File: config.mk
export PLATFORM = sky130hd
export DESIGN_NAME = nor_pio_engine
export DESIGN_NICKNAME = d
export VERILOG_FILES = /design/src/rtl/nor_pio_pkg.sv /design/src/rtl/nor_pio_regs.sv /design/src/rtl/nor_pio_addr.sv /design/src/rtl/nor_pio_seq.sv /design/src/rtl/nor_pio_engine.sv
export SDC_FILE = /design/constraint.sdc
export NUM_CORES = 1
export LEC_CHECK = 0
export ABC_CLOCK_PERIOD_IN_PS = 3560
export BUFFER_PORTS_ARGS = -buffer_cell sky130_fd_sc_hd__buf_2
export CORE_MARGIN = 5
export CORE_UTILIZATION = 45
export CTS_BUF_LIST = sky130_fd_sc_hd__clkbuf_2
export CTS_CLUSTER_SIZE = 16
export DETAILED_ROUTE_END_ITERATION = 7
export MAX_ROUTING_LAYER = met4
export PLACE_DENSITY_LB_ADDON = 0.12
export SETUP_SLACK_MARGIN = 0.2
export SLEW_MARGIN = 20
export SYNTH_ARGS = -nofsm -noshare
export SYNTH_HDL_FRONTEND = slang
export SYNTH_SLANG_ARGS = --single-unit
File: constraint.sdc
create_clock -name clk -period 3.56 [get_ports clk]
set_input_delay 0.712 -clock clk [delete_from_list [all_inputs] [get_ports clk]]
set_output_delay 0.712 -clock clk [all_outputs]
set_load 0.01 [all_outputs]
File: src/rtl/nor_pio_pkg.sv
package nor_pio_pkg;

    localparam logic [3:0] A_CMD    = 4'd0;
    localparam logic [3:0] A_RDATA  = 4'd1;
    localparam logic [3:0] A_WDATA  = 4'd2;
    localparam logic [3:0] A_ADR0   = 4'd3;
    localparam logic [3:0] A_OPC_SD = 4'd7;
    localparam logic [3:0] A_OPC_Q  = 4'd8;
    localparam logic [3:0] A_FAST   = 4'd9;
    localparam logic [3:0] A_MODE   = 4'd10;

    localparam logic [7:0] CMD_RD  = 8'h81;
    localparam logic [7:0] CMD_WR  = 8'h90;
    localparam logic [7:0] OP_PROG = 8'h02;

    localparam int M_DUAL_RD = 0;
    localparam int M_DUAL_AD = 1;
    localparam int M_QUAD_RD = 2;
    localparam int M_QUAD_AD = 3;
    localparam int M_ADDR4   = 4;

    typedef enum logic [2:0] {
        S_IDLE, S_OPC, S_ADR, S_DUM, S_DAT, S_FIN
    } seq_state_t;

    // lane width code: 0 -> 1 lane, 1 -> 2 lanes, 2 -> 4 lanes
    typedef logic [1:0] lane_code_t;

endpackage

File: src/rtl/nor_pio_regs.sv
module nor_pio_regs
    import nor_pio_pkg::*;
#(
    parameter int ADDR_W = 32
) (
    input  logic              clk,
    input  logic              rst_n,
    input  logic              bus_wr,
    input  logic [3:0]        bus_addr,
    input  logic [7:0]        bus_wdata,
    input  logic              busy,
    input  logic              done,
    input  logic [7:0]        rx_byte,
    input  logic [ADDR_W-1:0] addr,
    output logic              start,
    output logic              is_read,
    output logic [7:0]        wdata,
    output logic [7:0]        opc_sd,
    output logic [7:0]        opc_q,
    output logic              fast,
    output logic [4:0]        mode,
    output logic              ld_en,
    output logic [1:0]        ld_idx,
    output logic [7:0]        cmd_q,
    output logic [7:0]        bus_rdata
);
    localparam int NBYTES = ADDR_W / 8;

    logic       wr_ok;
    logic [7:0] rdata_q;
    logic [3:0] rel;

    assign wr_ok   = bus_wr && !busy;
    assign is_read = (bus_wdata == CMD_RD);
    assign start   = wr_ok && (bus_addr == A_CMD) &&
                     ((bus_wdata == CMD_RD) || (bus_wdata == CMD_WR));
    assign rel     = bus_addr - A_ADR0;
    assign ld_en   = wr_ok && (bus_addr >= A_ADR0) && (rel < 4'(NBYTES));
    assign ld_idx  = rel[1:0];

    always_ff @(posedge clk or negedge rst_n) begin
        if (!rst_n) begin
            cmd_q   <= '0;
            rdata_q <= '0;
            wdata   <= '0;
            opc_sd  <= '0;
            opc_q   <= '0;
            fast    <= 1'b0;
            mode    <= '0;
        end else begin
            if (start) cmd_q <= bus_wdata;
            if (done) begin
                cmd_q <= '0;
                if (cmd_q == CMD_RD) rdata_q <= rx_byte;
            end
            if (wr_ok) begin
                case (bus_addr)
                    A_WDATA:  wdata  <= bus_wdata;
                    A_OPC_SD: opc_sd <= bus_wdata;
                    A_OPC_Q:  opc_q  <= bus_wdata;
                    A_FAST:   fast   <= bus_wdata[0];
                    A_MODE:   mode   <= bus_wdata[4:0];
                    default:  ;
                endcase
            end
        end
    end

    always_comb begin
        bus_rdata = '0;
        case (bus_addr)
            A_CMD:    bus_rdata = cmd_q;
            A_RDATA:  bus_rdata = rdata_q;
            A_WDATA:  bus_rdata = wdata;
            A_OPC_SD: bus_rdata = opc_sd;
            A_OPC_Q:  bus_rdata = opc_q;
            A_FAST:   bus_rdata = {7'd0, fast};
            A_MODE:   bus_rdata = {3'd0, mode};
            default: begin
                if (bus_addr >= A_ADR0 && rel < 4'(NBYTES))
                    bus_rdata = addr[8*ld_idx +: 8];
            end
        endcase
    end
endmodule

File: src/rtl/nor_pio_addr.sv
module nor_pio_addr #(
    parameter int ADDR_W = 32
) (
    input  logic              clk,
    input  logic              rst_n,
    input  logic              ld_en,
    input  logic [1:0]        ld_idx,
    input  logic [7:0]        ld_byte,
    input  logic              step,
    input  logic              wide,
    output logic [ADDR_W-1:0] addr
);
    localparam int NARROW_W = ADDR_W - 8;

    always_ff @(posedge clk or negedge rst_n) begin
        if (!rst_n) begin
            addr <= '0;
        end else if (ld_en) begin
            addr[8*ld_idx +: 8] <= ld_byte;
        end else if (step) begin
            if (wide)
                addr <= addr + 1'b1;
            else
                addr <= {addr[ADDR_W-1:NARROW_W], addr[NARROW_W-1:0] + 1'b1};
        end
    end
endmodule

File: src/rtl/nor_pio_seq.sv
module nor_pio_seq
    import nor_pio_pkg::*;
#(
    parameter int ADDR_W     = 32,
    parameter int DUMMY_CLKS = 8
) (
    input  logic              clk,
    input  logic              rst_n,
    input  logic              start,
    input  logic              is_read,
    input  logic [7:0]        opc_sd,
    input  logic [7:0]        opc_q,
    input  logic [7:0]        wdata,
    input  logic [ADDR_W-1:0] addr,
    input  logic              fast,
    input  logic [4:0]        mode,
    input  logic [3:0]        io_in,
    output logic              sck,
    output logic              cs_n,
    output logic [3:0]        io_out,
    output logic [3:0]        io_oe,
    output logic              busy,
    output logic              done,
    output logic              rd_data_phase,
    output logic [7:0]        rx_byte
);
    localparam int NARROW_W = ADDR_W - 8;
    localparam int CNT_W    = $clog2(ADDR_W + 1) + 1;

    seq_state_t  state;
    logic        half;
    logic        rd_q;
    lane_code_t  lanes;
    logic [CNT_W-1:0]  cnt;
    logic [ADDR_W-1:0] shreg;
    logic [7:0]  rx;

    lane_code_t  dlanes, alanes;
    logic        need_dummy;
    logic [7:0]  opc_sel;
    logic [CNT_W-1:0] abits;

    assign dlanes     = mode[M_QUAD_RD] ? 2'd2 : (mode[M_DUAL_RD] ? 2'd1 : 2'd0);
    assign alanes     = mode[M_QUAD_AD] ? 2'd2 : (mode[M_DUAL_AD] ? 2'd1 : 2'd0);
    assign need_dummy = fast || mode[M_DUAL_RD] || mode[M_QUAD_RD];
    assign opc_sel    = !is_read ? OP_PROG : (mode[M_QUAD_RD] ? opc_q : opc_sd);
    assign abits      = mode[M_ADDR4] ? CNT_W'(ADDR_W) : CNT_W'(NARROW_W);

    function automatic logic [ADDR_W-1:0] shift_out(logic [ADDR_W-1:0] v, lane_code_t lc);
        case (lc)
            2'd0:    return {v[ADDR_W-2:0], 1'b0};
            2'd1:    return {v[ADDR_W-3:0], 2'b0};
            default: return {v[ADDR_W-5:0], 4'b0};
        endcase
    endfunction

    function automatic logic [7:0] shift_in(logic [7:0] v, logic [3:0] pins, lane_code_t lc);
        case (lc)
            2'd0:    return {v[6:0], pins[1]};
            2'd1:    return {v[5:0], pins[1:0]};
            default: return {v[3:0], pins};
        endcase
    endfunction

    // state register and datapath
    always_ff @(posedge clk or negedge rst_n) begin
        if (!rst_n) begin
            state <= S_IDLE;
            half  <= 1'b0;
            rd_q  <= 1'b0;
            lanes <= 2'd0;
            cnt   <= '0;
            shreg <= '0;
            rx    <= '0;
        end else begin
            unique case (state)
                S_IDLE: begin
                    if (start) begin
                        state <= S_OPC;
                        rd_q  <= is_read;
                        shreg <= {opc_sel, {(ADDR_W-8){1'b0}}};
                        lanes <= 2'd0;
                        cnt   <= CNT_W'(8);
                        half  <= 1'b0;
                    end
                end
                S_FIN: state <= S_IDLE;
                S_OPC, S_ADR, S_DUM, S_DAT: begin
                    if (!half) begin
                        half <= 1'b1;
                    end else begin
                        half  <= 1'b0;
                        shreg <= shift_out(shreg, lanes);
                        cnt   <= cnt - 1'b1;
                        if (state == S_DAT && rd_q) rx <= shift_in(rx, io_in, lanes);
                        if (cnt == CNT_W'(1)) begin
                            case (state)
                                S_OPC: begin
                                    state <= S_ADR;
                                    shreg <= mode[M_ADDR4] ? addr
                                                           : {addr[NARROW_W-1:0], 8'h00};
                                    lanes <= rd_q ? alanes : 2'd0;
                                    cnt   <= abits >> (rd_q ? alanes : 2'd0);
                                end
                                S_ADR, S_DUM: begin
                                    if (state == S_ADR && rd_q && need_dummy) begin
                                        state <= S_DUM;
                                        lanes <= 2'd0;
                                        cnt   <= CNT_W'(DUMMY_CLKS);
                                    end else if (rd_q) begin
                                        state <= S_DAT;
                                        lanes <= dlanes;
                                        cnt   <= CNT_W'(8) >> dlanes;
                                        rx    <= '0;
                                    end else begin
                                        state <= S_DAT;
                                        lanes <= 2'd0;
                                        shreg <= {wdata, {(ADDR_W-8){1'b0}}};
                                        cnt   <= CNT_W'(8);
                                    end
                                end
                                default: state <= S_FIN;
                            endcase
                        end
                    end
                end
            endcase
        end
    end

    // outputs
    always_comb begin
        sck           = 1'b0;
        cs_n          = 1'b1;
        io_out        = 4'd0;
        io_oe         = 4'd0;
        busy          = (state != S_IDLE);
        done          = (state == S_FIN);
        rd_data_phase = (state == S_DAT) && rd_q;
        rx_byte       = rx;
        unique case (state)
            S_IDLE, S_FIN: ;
            S_OPC, S_ADR, S_DUM, S_DAT: begin
                cs_n = 1'b0;
                sck  = half;
                case (lanes)
                    2'd0:    io_out = {3'd0, shreg[ADDR_W-1]};
                    2'd1:    io_out = {2'd0, shreg[ADDR_W-1:ADDR_W-2]};
                    default: io_out = shreg[ADDR_W-1:ADDR_W-4];
                endcase
                if (state == S_OPC || state == S_ADR || (state == S_DAT && !rd_q)) begin
                    case (lanes)
                        2'd0:    io_oe = 4'b0001;
                        2'd1:    io_oe = 4'b0011;
                        default: io_oe = 4'b1111;
                    endcase
                end
            end
        endcase
    end
endmodule

File: src/rtl/nor_pio_engine.sv
module nor_pio_engine
    import nor_pio_pkg::*;
#(
    parameter int ADDR_W     = 32,
    parameter int DUMMY_CLKS = 8
) (
    input  logic       clk,
    input  logic       rst_n,
    input  logic       bus_wr,
    input  logic [3:0] bus_addr,
    input  logic [7:0] bus_wdata,
    output logic [7:0] bus_rdata,
    output logic       fl_sck,
    output logic       fl_cs_n,
    output logic [3:0] fl_io_out,
    output logic [3:0] fl_io_oe,
    input  logic [3:0] fl_io_in
);
    logic              start, is_read, fast, ld_en, busy, done, rd_data_phase;
    logic [7:0]        wdata, opc_sd, opc_q, rx_byte, cmd_q;
    logic [4:0]        mode;
    logic [1:0]        ld_idx;
    logic [ADDR_W-1:0] addr;

    nor_pio_regs #(.ADDR_W(ADDR_W)) u_regs (
        .clk(clk), .rst_n(rst_n), .bus_wr(bus_wr), .bus_addr(bus_addr),
        .bus_wdata(bus_wdata), .busy(busy), .done(done), .rx_byte(rx_byte),
        .addr(addr), .start(start), .is_read(is_read), .wdata(wdata),
        .opc_sd(opc_sd), .opc_q(opc_q), .fast(fast), .mode(mode),
        .ld_en(ld_en), .ld_idx(ld_idx), .cmd_q(cmd_q), .bus_rdata(bus_rdata)
    );

    nor_pio_addr #(.ADDR_W(ADDR_W)) u_addr (
        .clk(clk), .rst_n(rst_n), .ld_en(ld_en), .ld_idx(ld_idx),
        .ld_byte(bus_wdata), .step(done), .wide(mode[M_ADDR4]), .addr(addr)
    );

    nor_pio_seq #(.ADDR_W(ADDR_W), .DUMMY_CLKS(DUMMY_CLKS)) u_seq (
        .clk(clk), .rst_n(rst_n), .start(start), .is_read(is_read),
        .opc_sd(opc_sd), .opc_q(opc_q), .wdata(wdata), .addr(addr),
        .fast(fast), .mode(mode), .io_in(fl_io_in), .sck(fl_sck),
        .cs_n(fl_cs_n), .io_out(fl_io_out), .io_oe(fl_io_oe), .busy(busy),
        .done(done), .rd_data_phase(rd_data_phase), .rx_byte(rx_byte)
    );
endmodule

-- After elaboration in Yosys (flattened, before gate mapping)
Index checks and enable logic that the tools add are counted.
Widths: inputs -> output; s select.
- register bits after elaboration: 132
- input bits: 19
- add/sub/neg operators: 5
- order comparisons: 2
- equal/unequal tests: 20
- shifts and indexed selects: 5
- muxes and demuxes: 61
- reductions and logical operators: 40
- operator list (kind ; count):
    $mux 32 ; 9
    $pmux 32 s2 ; 3
    $mux 8 ; 10
    $pmux 8 s7 ; 1
    $mux 7 ; 5
    $neg 5->34 ; 1
    $shift 8x34->32 const A ; 1
    $shiftx 8x34->32 ; 1
    $add 32x1->32 const B ; 1
    $bwmux 32 ; 1
    $shiftx 32x6->8 ; 1
    $pmux 7 s2 ; 2
    $add 24x1->24 const B ; 1
    $eq 8x8->1 const B ; 3
    $reduce_and 2->1 ; 10
    $mux 2 ; 8
    $pmux 4 s2 ; 2
    $pmux 8 s2 ; 1
    $eq 4x4->1 const B ; 3
    $mux 3 ; 4
    $mux 4 ; 3
    $logic_and 1x1->1 ; 10
    $pmux 3 s3 ; 1
    $pmux 2 s2 ; 2
    32 further kinds ; 49

-- Longest topological paths before layout
Gate-level depths: netlist of the first run.
- depth in word-level cells: 9
- mapped depth: 9

-- Hierarchy
Synthesis of the first run repeated with hierarchy kept, for this count alone.
- cells, all modules: 977
- area total of the unflattened synthesis: 9017.4 um^2
- by module, submodules not included (module ; times used ; cells each ; area an instance (um^2)):
    nor_pio_seq ; 1 ; 495 ; 4249.1
    nor_pio_regs ; 1 ; 215 ; 2537.4
    nor_pio_addr ; 1 ; 267 ; 2230.9

-- Worst setup path before layout of the first run
Ideal clock, no wire load.
- path kind: input to output
- from: in bus_addr[0]
- to: out bus_rdata[2]
- arrival time: 2.658 ns
- required time: 2.848 ns
- setup slack: 0.190 ns
- cell stages on the path: 7
- path buffers: 2
- path through: clkbuf_1 inv_1 ha_1 buf_1 mux4_2 inv_1 o21ai_0
- cells in the longest elaborated chain, start to end: 5
- ends and longest elaborated chain (what ; line ; source):
    start: declaration ; nor_pio_engine.sv:10 ; input logic [3:0] bus_addr,
    parallel branches: the longest is 4 deep, another holds $sub 4x2->4 ; n/a ;
    $pmux 8 s7 * ; nor_pio_regs.sv:71 ; case (bus_addr)
    end: declaration ; nor_pio_engine.sv:12 ; output logic [7:0] bus_rdata,
Mark *: on every way between the ends.

-- Worst setup path after layout of the first run
- from: reg u_seq.state[1]
- to: out fl_io_out[0]
- cells in the longest elaborated chain, start to end: 3
- ends and longest elaborated chain (what ; line ; source):
    start: declaration ; nor_pio_seq.sv:30 ; seq_state_t state;
    start signal: assignment ; nor_pio_seq.sv:68 ; state <= S_IDLE;
    start signal: assignment ; nor_pio_seq.sv:79 ; state <= S_OPC;
    start signal: assignment ; nor_pio_seq.sv:87 ; S_FIN: state <= S_IDLE;
    $eq 3x2->1 (tied with other cells) ; nor_pio_seq.sv:141 ; unique case (state)
    $reduce_or 4->1 * ; nor_pio_seq.sv:141 ;
    $mux 4 * ; nor_pio_seq.sv:141 ;
    end: declaration ; nor_pio_engine.sv:15 ; output logic [3:0] fl_io_out,
Every way passes the cells marked *; elsewhere a longest branch is shown, timed or not.

==> results of run 1 <==
-- worst max path at each step --
stage,from,slack [ns],to,cells past startpoint
after floorplan,bus_addr[0],0.40,bus_rdata[2],7
after global placement,bus_addr[0],0.44,bus_rdata[1],8
after detailed placement,bus_addr[0],0.39,bus_rdata[1],7
after CTS,u_seq.state[0],0.21,fl_io_out[0],5
after global routing,bus_addr[0],0.20,bus_rdata[1],8
final,u_seq.state[1],0.33,fl_io_out[0],5
-- cells in the final DEF, fill, tap and decap left out, types with 7 or more instances in the layout --
cell type / n
a211oi_1: 13
a21oi_1: 53
a221oi_1: 8
a22o_1: 21
a22oi_1: 16
a31oi_1: 8
a32oi_1: 7
and3_1: 16
buf_2: 35
buf_4: 24
clkbuf_2: 17
dfrtp_1: 126
ha_1: 12
inv_1: 31
mux2_2: 43
mux2i_1: 81
mux4_2: 8
nand2_1: 84
nand2b_1: 7
nand3_1: 24
nand4_1: 17
nor2_1: 72
nor2b_1: 12
nor3_1: 26
nor4_1: 10
o211ai_1: 13
o21ai_0: 57
o22ai_1: 27
or3_1: 7
xor2_1: 7
-- state kept, by name, summed over array words and instances, names as in the netlist --
name	flops
u_addr.addr	32
u_regs.cmd_q	8
u_regs.fast	1
u_regs.mode	5
u_regs.opc_q	8
u_regs.opc_sd	8
u_regs.rdata_q	8
u_regs.wdata	8
u_seq.cnt	7
u_seq.half	1
u_seq.lanes	2
u_seq.rd_q	1
u_seq.rx_byte	8
u_seq.shreg	32
u_seq.state	3
-- power by group --
| part | switching (uW) | internal, uW |
|---|---|---|
| Clock | 703 | 291 |
| Combinational | 133 | 58.6 |
| Sequential | 14.8 | 1510 |
-- cells by family (layout without fill, tap and decap cells) --
| kind of cell | count (synthesis) | in the layout | share of synthesized area (%) |
|---|---|---|---|
| AOI/OAI and AO/OA | 292 | 292 | 22.3 |
| xor gates and xnor gates | 7 | 7 | 0.680 |
| adders and majority gates | 12 | 12 | 1.66 |
| buffers and inverters | 117 | 127 | 5.23 |
| DFF | 132 | 132 | 36.6 |
| muxes | 133 | 133 | 16.5 |
| other | 0 | 2 | 0 |
| and+or+nand+nor | 308 | 308 | 17.1 |
-- cell type report --
class	instances	area, um^2	share of cell area (%)
multi-input cells	752	5260	54.3
repair buffers	62	397	4.10
inverters	33	124	1.28
well taps	265	332	3.43
flip-flops and latches	132	3310	34.2
clock inverters	15	165	1.71
diodes	2	5.00	0.0517
clock buffers	17	85.1	0.879
-- per-layer routing --
layer  vias up  track usage [%]  part of all wire (%)
met4         0             8.67                   3.2
met2       408             39.4                    43
met5         -                -                     0
met1      4040             39.5                    46
met3        67             5.00                   8.1
li1       3769                -                     -
-- what timing repair did --
| item | CTS | global route |
|---|---|---|
| setup endpoints to repair | 1 | 10 |
| hold buffers | 1 | 0 |
| hold endpoints to repair | 18 | 0 |
| pin swaps | 0 | 0 |
| gates resized for setup | 1 | 7 |
-- cells in the mapped netlist (7+ instances only) --
cell / instances / area share, %
nor4_1: 10 / 0.69
a31oi_1: 8 / 0.55
a221oi_1: 8 / 0.78
inv_1: 31 / 1.3
buf_1: 16 / 0.67
mux4_2: 8 / 2.0
a211oi_1: 13 / 1.1
mux2i_1: 81 / 9.0
o221ai_1: 7 / 0.68
o211ai_1: 13 / 1.1
nor2_1: 72 / 3.0
nand3_1: 25 / 1.4
nand4_1: 17 / 1.2
o22ai_1: 27 / 1.9
nor2b_1: 12 / 0.83
nand2_1: 84 / 3.5
a22o_1: 21 / 2.0
a32oi_1: 7 / 0.68
clkbuf_1: 54 / 2.2
mux2_2: 43 / 5.4
o21ai_0: 58 / 3.2
and3_1: 16 / 1.1
ha_1: 12 / 1.7
a21oi_1: 53 / 2.9
xor2_1: 7 / 0.68
nand2b_1: 7 / 0.49
or3_1: 7 / 0.49
nor3_1: 26 / 1.4
buf_2: 11 / 0.61
a22oi_1: 16 / 1.3
dfrtp_1: 132 / 37
-- metrics by stage --
stage	power, uW	hold WS [ns]
final	2710	0.273
after floorplan	1640	0.416
after global routing	2800	0.227
after global placement	1730	0.499
after CTS	2720	0.245
after detailed placement	1730	0.499
-- critical path, delay by kind of cell, from the launching register on --
kind	cells	cell delay (ns)
DFF	1	0.58
and+or+nand+nor	3	0.81
buffers and inverters	2	0.40
==> impl_metrics.tcl, run 1 <==
set metrics [dict create \
    place_ws_ns 0.387 \
    drtIter0Drc 962 \
    grt_pass1_vias 7878 \
    finalCriticalPeriod_ns 3.23 \
    drive_above_1_share_pct 16.3 \
    vias_per_cell 6.48 \
    num_vias 8284 \
    synth_edf_count 0 \
    post_cts_buffers 0 \
    postPlaceCellArea_mm2 0.00940 \
    hold_viol 0 \
    r2r_start "u_seq.cnt[3]" \
    portBuffers 36 \
    ios 37 \
    hold_path_depth 2 \
    start_util_pct 46.1 \
    numCtsBuffers 17 \
    maxCapViolations 0 \
    hp-class "input pin to flip-flop" \
    slowest_stage "dfrtp_2" \
    synth.cell_area_mm2 0.00902 \
    synth_seq_cells 132 \
    cp.arrival_ns 2.52 \
    hp-start "bus_wdata[7]" \
    cts_tree "built" \
    fin_nets 1029 \
    p_leak_uw 0.00389 \
    syn_avg_cell_area_um2 9.01 \
    wl_per_cell_um 23.6 \
    die-area_mm2 0.0230 \
    htree_levels 4 \
    setup_ws_ns 0.332 \
    die_y_um 152 \
    critPathCaptureType "output pin" \
    finish.instance_area_mm2 0.00968 \
    postLayoutCoreUtil_pct 49.4 \
    final.setup.tns_ns 0 \
    core_area_mm2 0.0196 \
    die_w_um 152 \
    crit_fanout 16 \
    areaGrowthSynthToFinish_pct 7.25 \
    placed_cells 1243 \
    num_rows 51 \
    yosys_warnings 0 \
    r2r_cells 5 \
    hold_end "u_regs.opc_sd[7]" \
    globalplace.congestion 1.00 \
    grt_antenna_before_repair 2 \
    clockRootBuffer "clkbuf_2" \
    slowest_delay_ns 0.58 \
    ir_drop_mv 0.174 \
    grt.total_usage_pct 27.5 \
    async_reset_ff_share_pct 100 \
    finalWirelength_um 30200 \
    rsz0062_at_grt "no" \
    worstSetupPathType "flip-flop to output pin" \
    regToRegEndpoint "u_seq.shreg[27]" \
    synth_ff_type "dfrtp_1" \
    clkSlewWorstSetupHoldPaths_ns 0.27 \
    worstSkewPairLatency_ns 0.75 \
    pwr_density_cell_mw_per_mm2 280 \
    grt_max_degree 86 \
    setup_viol 0 \
    finClkSkew_ns 0.0388 \
    max_freq_mhz 310 \
    status "finished clean" \
    drc 0 \
    dp.final_hpwl_um 21100 \
    r2r_slack_ns 0.88 \
    first_pass_iters 8 \
    start_kind "flip-flop" \
    clock-sinks 132 \
    crit_chain "or3_1 > and2_1 > inv_1 > nor2_1 > buf_2" \
    ant_nets 0 \
    syn_nets 1032 \
    cts_max_path_buffers 2 \
    finalMaxSlewViolations 0 \
    fill_cells 1891 \
    required_ns 2.85 \
    layout.cells.non_filler 1278 \
    grt_first_pass_wirelength_um 46900 \
    synthCells 1001 \
    ys_seq_area_share_pct 36.6 \
    slew_headroom_pct 34.8 \
    yosysUniqueCellTypes 76 \
    gr-total-overflow 0 \
    tightest_slew_ns 0.974 \
    post-route-period-util_pct 90.7 \
]
Note: power is estimated with default switching activity, not from simulation.
==> inputs of run 2 (changes only) <==
Settings changed: SYNTH_HIERARCHICAL set to 1.
==> run 2 against run 1 <==
  * Cell area increased by 0.69%
  * Sequential power about the same
  * Non-clock buffer count increased by 7
  * Worst hold slack gained 0.016 ns
  * Critical path type is now input pin to output pin
  * Clock power down 5.3%
  * Routed wire length is 5.7% lower
  * Area after synthesis barely moved
==> impl_metrics.tcl, run 2 <==
set metrics [dict create \
    yosys-top-cells-area "dfrtp_1 37%, mux2i_1 7.3%, mux2_2 6.5%, a21oi_1 4.6%, nand2_1 3.7%" \
    start_util_pct 46.0 \
    ant_nets 0 \
    pwr_density_cell_mw_per_mm2 275 \
    num_rows 51 \
    htree_levels 4 \
    globalplace.congestion 0.955 \
    r2r_cells 10 \
    netSwitchingPower_uw 829 \
    final_common_cell "dfrtp_1" \
    synth_edf_count 0 \
    gr-total-overflow 0 \
    cts_max_path_buffers 2 \
    yosysMostFrequentCell "dfrtp_1" \
    cts_tree "built" \
    slowest_delay_ns 0.54 \
    yosysTopAreaCellShare_pct 36.6 \
    synth_ff_type "dfrtp_1" \
    hold_end "u_seq/rx_byte[2]" \
    drtIter0Drc 855 \
    path_buf_inv 3 \
    largestRegisters "u_addr/addr (32), u_seq/shreg (32)" \
    synthCells 977 \
    die_w_um 152 \
    first_pass_iters 8 \
    hold_path_depth 5 \
    ir_drop_mv 0.194 \
    swShare_pct 30.9 \
    ios 37 \
    p_clk_share_pct 35.1 \
    grt_antenna_before_repair 1 \
    setup_viol 0 \
    rsz0062_at_grt "yes" \
    finalCriticalPeriod_ns 3.30 \
    syn_avg_cell_area_um2 9.23 \
    numCtsBuffers 17 \
    yosysUniqueCellTypes 80 \
    synth_seq_cells 132 \
    drive_above_1_share_pct 20.6 \
    r2r_start "u_seq/state[2]" \
    finalMaxSlewViolations 0 \
    ys_seq_area_share_pct 36.6 \
    grt_max_degree 73 \
    fin_nets 1037 \
    synthTopCellsByCount "132 x dfrtp_1, 88 x nand2_1, 88 x nor2_1" \
    grt_first_pass_wirelength_um 44400 \
    postLayoutCoreUtil_pct 49.7 \
    final.setup.tns_ns 0 \
    async_reset_ff_share_pct 100 \
    vias_per_cell 6.29 \
    clkSlewWorstSetupHoldPaths_ns 0.25 \
    areaGrowthSynthToFinish_pct 8.05 \
    maxCapViolations 0 \
    yosys_warnings 6 \
    dp.final_hpwl_um 19900 \
    grt.total_usage_pct 25.9 \
    netlist.top_cell.by_area "dfrtp_1" \
    die-area_mm2 0.0230 \
    clock-sinks 132 \
    hp-start "fl_io_in[2]" \
    post-route-period-util_pct 92.6 \
    finalWirelength_um 28500 \
    worstSkewPairLatency_ns 0.77 \
    critPathCaptureType "output pin" \
    drc 0 \
    required_ns 2.85 \
    regToRegEndpoint "u_seq/cnt[2]" \
    clockRootBuffer "clkbuf_2" \
    slew_headroom_pct 42.8 \
    p_seq_share_pct 57.1 \
    hold_viol 0 \
    p_leak_uw 0.00421 \
    worstSetupPathType "input pin to output pin" \
    finClkSkew_ns 0.0458 \
    tightest_slew_ns 0.850 \
    num_vias 8070 \
    start_kind "input pin" \
    power.internal_uw 1850 \
    crit_top_cell "buf_2" \
    crit_fanout 8 \
    grt_pass1_vias 7495 \
    max_freq_mhz 303 \
    cp.arrival_ns 2.59 \
    portBuffers 36 \
    status "finished clean" \
    crit_chain "buf_2 > inv_1 > ha_1 > or4b_1 > and4bb_1 > nor3_2 > o221ai_1 > buf_2" \
    synth.cell_area_mm2 0.00902 \
    syn_nets 1011 \
    power_frac_comb_pct 7.8 \
    slowest_stage "or4b_1" \
    critPathTopFamily "simple AND/OR/NAND/NOR gates" \
    final_cell_mix "130 x dfrtp_1, 88 x nand2_1, 86 x nor2_1" \
    hp-class "input pin to flip-flop" \
    core_area_mm2 0.0196 \
    wl_per_cell_um 22.2 \
    die_y_um 152 \
    r2r_slack_ns 0.59 \
]
[run 2: cell count changes in the layout (fill, tap and decap cells not counted), sizes merged, moves of 8 or more]
cell and delta:
o221a +8, a211oi -11, nor2 +17, mux2 +8, a21oi +30, o21ai -20, mux2i -15
[run 2: power groups by stage]
stage / clock [uW] / sequential (uW) / combinational [uW]
after floorplan: 0 / 1550 / 92.9
after global placement: 0 / 1560 / 205
after detailed placement: 0 / 1560 / 205
after CTS: 962 / 1530 / 206
after global routing: 1020 / 1530 / 225
final: 941 / 1530 / 208
[run 2: metal layers]
layer,global-route usage (%),vias to the layer above,wire length [um]
li1,-,3728,-
met1,38.2,3965,13300
met2,36.1,314,12400
met3,3.87,63,1910
met4,9.34,0,909
met5,-,-,0
[run 2: cell type report]
type                    instances  area, um^2
diodes                          2        5.00
flip-flops and latches        132        3310
repair buffers                 69         449
clock buffers                  17        85.1
clock inverters                15         145
multi-input cells             753        5310
fillers                      1879        9850
well taps                     265         332
inverters                      30         113
[run 2: through the flow]
step | hold slack, ns | instances | setup slack [ns] | cell area, um^2 | total power (uW)
after floorplan | 0.416 | 977 | 0.238 | 9020 | 1640
after global placement | 0.508 | 1248 | 0.253 | 9490 | 1760
final | 0.289 | 1283 | 0.263 | 9740 | 2680
after detailed placement | 0.506 | 1248 | 0.214 | 9490 | 1760
after global routing | 0.275 | 1283 | 0.152 | 9740 | 2770
after CTS | 0.262 | 1281 | 0.210 | 9730 | 2700
[run 2: worst register-to-register path, stage by stage, from the launching register on]
cell     delay [ns]
dfrtp_1        0.44
nor3_2         0.30
inv_1          0.20
nor4b_1        0.36
and4_1         0.39
and2_1         0.33
nand2_1        0.17
nand2_1        0.10
buf_4          0.25
o21ai_0        0.13
a32o_1         0.21
[run 2: worst max path at each step]
| stage | start | endpoint | slack [ns] | cells past startpoint |
|---|---|---|---|---|
| after CTS | bus_addr[0] | bus_rdata[1] | 0.21 | 8 |
| after global routing | bus_addr[0] | bus_rdata[1] | 0.15 | 8 |
| final | bus_addr[0] | bus_rdata[1] | 0.26 | 8 |
| after floorplan | bus_addr[0] | bus_rdata[1] | 0.24 | 7 |
| after detailed placement | bus_addr[0] | bus_rdata[1] | 0.21 | 8 |
| after global placement | bus_addr[0] | bus_rdata[1] | 0.25 | 8 |
[run 2: cells by family after synthesis]
kind of cell             synth area share, %
XOR/XNOR                               0.874
AO/OA/AOI/OAI                           20.7
adder cells (fa/ha/maj)                 2.08
multiplexers                            15.8
flip-flops                              36.6
AND/OR/NAND/NOR                         19.2
buffers and inverters                   4.63
[run 2: repair_timing]
item	in CTS	in global routing
setup buffers	0	0
endpoints found under the hold margin	71	0
hold buffers	1	0
gates resized for setup	0	3
setup endpoints to repair	0	12
==> inputs of run 3 (changes only) <==
Settings changed: CTS_BUF_LIST sky130_fd_sc_hd__clkbuf_2 to sky130_fd_sc_hd__clkbuf_4.
==> run 3 against run 2 <==
  * Worst hold slack got worse by 0.18 ns
  * Via count down 0.69%
  * Clock skew fell by 0.021 ns
  * First-iteration DRC count is 8.4% lower
  * Worst setup slack better by 0.027 ns
  * Sequential power about the same
  * Register-to-register slack lost 0.03 ns
  * Combinational power about the same
  * Critical path type unchanged
  * Highest routed layer unchanged
==> impl_metrics.tcl, run 3 (synthesis results as in run 2) <==
set metrics [dict create \
    cp.arrival_ns 2.56 \
    maxCapViolations 0 \
    grt_antenna_before_repair 1 \
    fin_nets 1036 \
    dp.final_hpwl_um 19900 \
    crit_chain "buf_2 > ha_1 > or4b_4 > and4bb_1 > nor3_4 > o221ai_2 > buf_2" \
    ios 37 \
    areaGrowthSynthToFinish_pct 8.71 \
    critPathTopFamily "simple AND/OR/NAND/NOR gates" \
    rsz0062_at_grt "no" \
    clock-sinks 132 \
    gr-total-overflow 0 \
    highest_layer "met4" \
    finalCriticalPeriod_ns 3.27 \
    vias_per_cell 6.25 \
    post-route-period-util_pct 91.9 \
    final_cell_mix "130 x dfrtp_1, 88 x nand2_1, 87 x nor2_1" \
    globalplace.congestion 0.955 \
    slowest_stage "or4b_4" \
    start_util_pct 46.0 \
    hold_slack_ns 0.112 \
    wl_per_cell_um 22.3 \
    wl_met2_um 12400 \
    status "finished clean" \
    clkSlewWorstSetupHoldPaths_ns 0.14 \
    drtIter0Drc 783 \
    clockRootBuffer "clkbuf_4" \
    required_ns 2.85 \
    ir_drop_mv 0.215 \
    finalMaxSlewViolations 0 \
    grt.total_usage_pct 25.9 \
    crit_fanout 8 \
    slew_headroom_pct 40.2 \
    largestRegisters "u_addr/addr (32), u_seq/shreg (32)" \
    tightest_slew_ns 0.889 \
    slowest_delay_ns 0.53 \
    finClkSkew_ns 0.0244 \
    critPathCaptureType "output pin" \
    cts_max_path_buffers 2 \
    num_vias 8014 \
    drive_above_1_share_pct 20.7 \
    start_kind "input pin" \
    p_leak_uw 0.00422 \
    power_uw 2760 \
    worstSetupPathType "input pin to output pin" \
    portBuffers 36 \
    setup_viol 0 \
    grt_max_degree 73 \
    core_area_mm2 0.0196 \
    die_y_um 152 \
    final.setup.tns_ns 0 \
    drc 0 \
    postPlaceCellArea_mm2 0.00949 \
    htree_levels 4 \
    ant_nets 0 \
    path_buf_inv 2 \
    finish.instance_area_mm2 0.00980 \
    hp-class "input pin to async pin" \
    finalWirelength_um 28500 \
    num_rows 51 \
    first_pass_iters 7 \
    numCtsBuffers 17 \
    grt_pass1_vias 7503 \
    die-area_mm2 0.0230 \
    wl_met3_um 2000 \
    pwr_density_cell_mw_per_mm2 282 \
    final_common_cell "dfrtp_1" \
    max_freq_mhz 306 \
    fill_cells 1872 \
    die_w_um 152 \
    hold_viol 0 \
    grt_first_pass_wirelength_um 44400 \
    crit_top_cell "buf_2" \
    worstSkewPairLatency_ns 0.58 \
    cts_tree "built" \
    wl_met1_um 13300 \
]
run 3: cell types whose count changed in the layout (fill, tap and decap cells not counted), sizes merged:
cell	delta
dlygate4sd3	-1
run 3: final cells by class:
class / instances / area [um^2] / area share (%)
timing repair buffer: 68 / 439 / 4.48
multi-input combinational: 753 / 5340 / 54.4
sequential: 132 / 3310 / 33.7
antenna: 2 / 5.00 / 0.0511
inverter: 30 / 113 / 1.15
clock buffer: 17 / 128 / 1.30
tap: 265 / 332 / 3.38
clock inverter: 15 / 145 / 1.48
run 3: through the flow:
| stage | setup slack [ns] | cells | utilization (%) |
|---|---|---|---|
| after CTS | 0.210 | 1280 | 49.8 |
| after detailed placement | 0.214 | 1248 | 48.4 |
| after global placement | 0.253 | 1248 | 48.4 |
| final | 0.290 | 1282 | 50.0 |
| after floorplan | 0.238 | 977 | - |
| after global routing | 0.219 | 1282 | 50.0 |
run 3: what timing repair did:
action                                  4_1_cts  5_1_grt
hold buffers                                  0        0
endpoints found under the hold margin         0        0
setup buffers                                 0        0
gates resized for setup                       0        6
endpoints found under the setup margin        0        8
run 3: worst register-to-register path: cells and delay by family, from the launching register on:
family                 cells  cell delay [ns]
AOI/OAI and AO/OA          2             0.34
DFF                        1             0.41
buffers and inverters      2             0.44
and+or+nand+nor            6             1.70
run 3: worst paths after layout:
kind / depth (start not counted) / startpoint / end / slack [ns]
max: 7 / bus_addr[0] / bus_rdata[1] / 0.29
min: 1 / rst_n / u_seq/rx_byte[2] / 0.11
max reg2reg: 10 / u_seq/state[2] / u_seq/cnt[2] / 0.56
min reg2reg: 1 / u_regs/cmd_q[6] / u_regs/cmd_q[6] / 0.54
max in group asynchronous: 2 / rst_n / u_addr/addr[21] / 2.61
min in group clk: 5 / fl_io_in[2] / u_seq/rx_byte[2] / 0.50
run 3: routing by layer:
| metal | GRT usage [%] | vias to the layer above |
|---|---|---|
| met2 | 36.0 | 340 |
| met3 | 3.99 | 61 |
| met4 | 9.57 | 0 |
| li1 | - | 3716 |
| met5 | - | - |
| met1 | 38.1 | 3897 |
run 3: power breakdown:
group / switching (uW) / internal, uW / leakage, uW / total, uW
logic: 139 / 70.8 / 0.00234 / 210
registers: 20.2 / 1510 / 0.00174 / 1530
clock network: 666 / 361 / 0.000142 / 1030
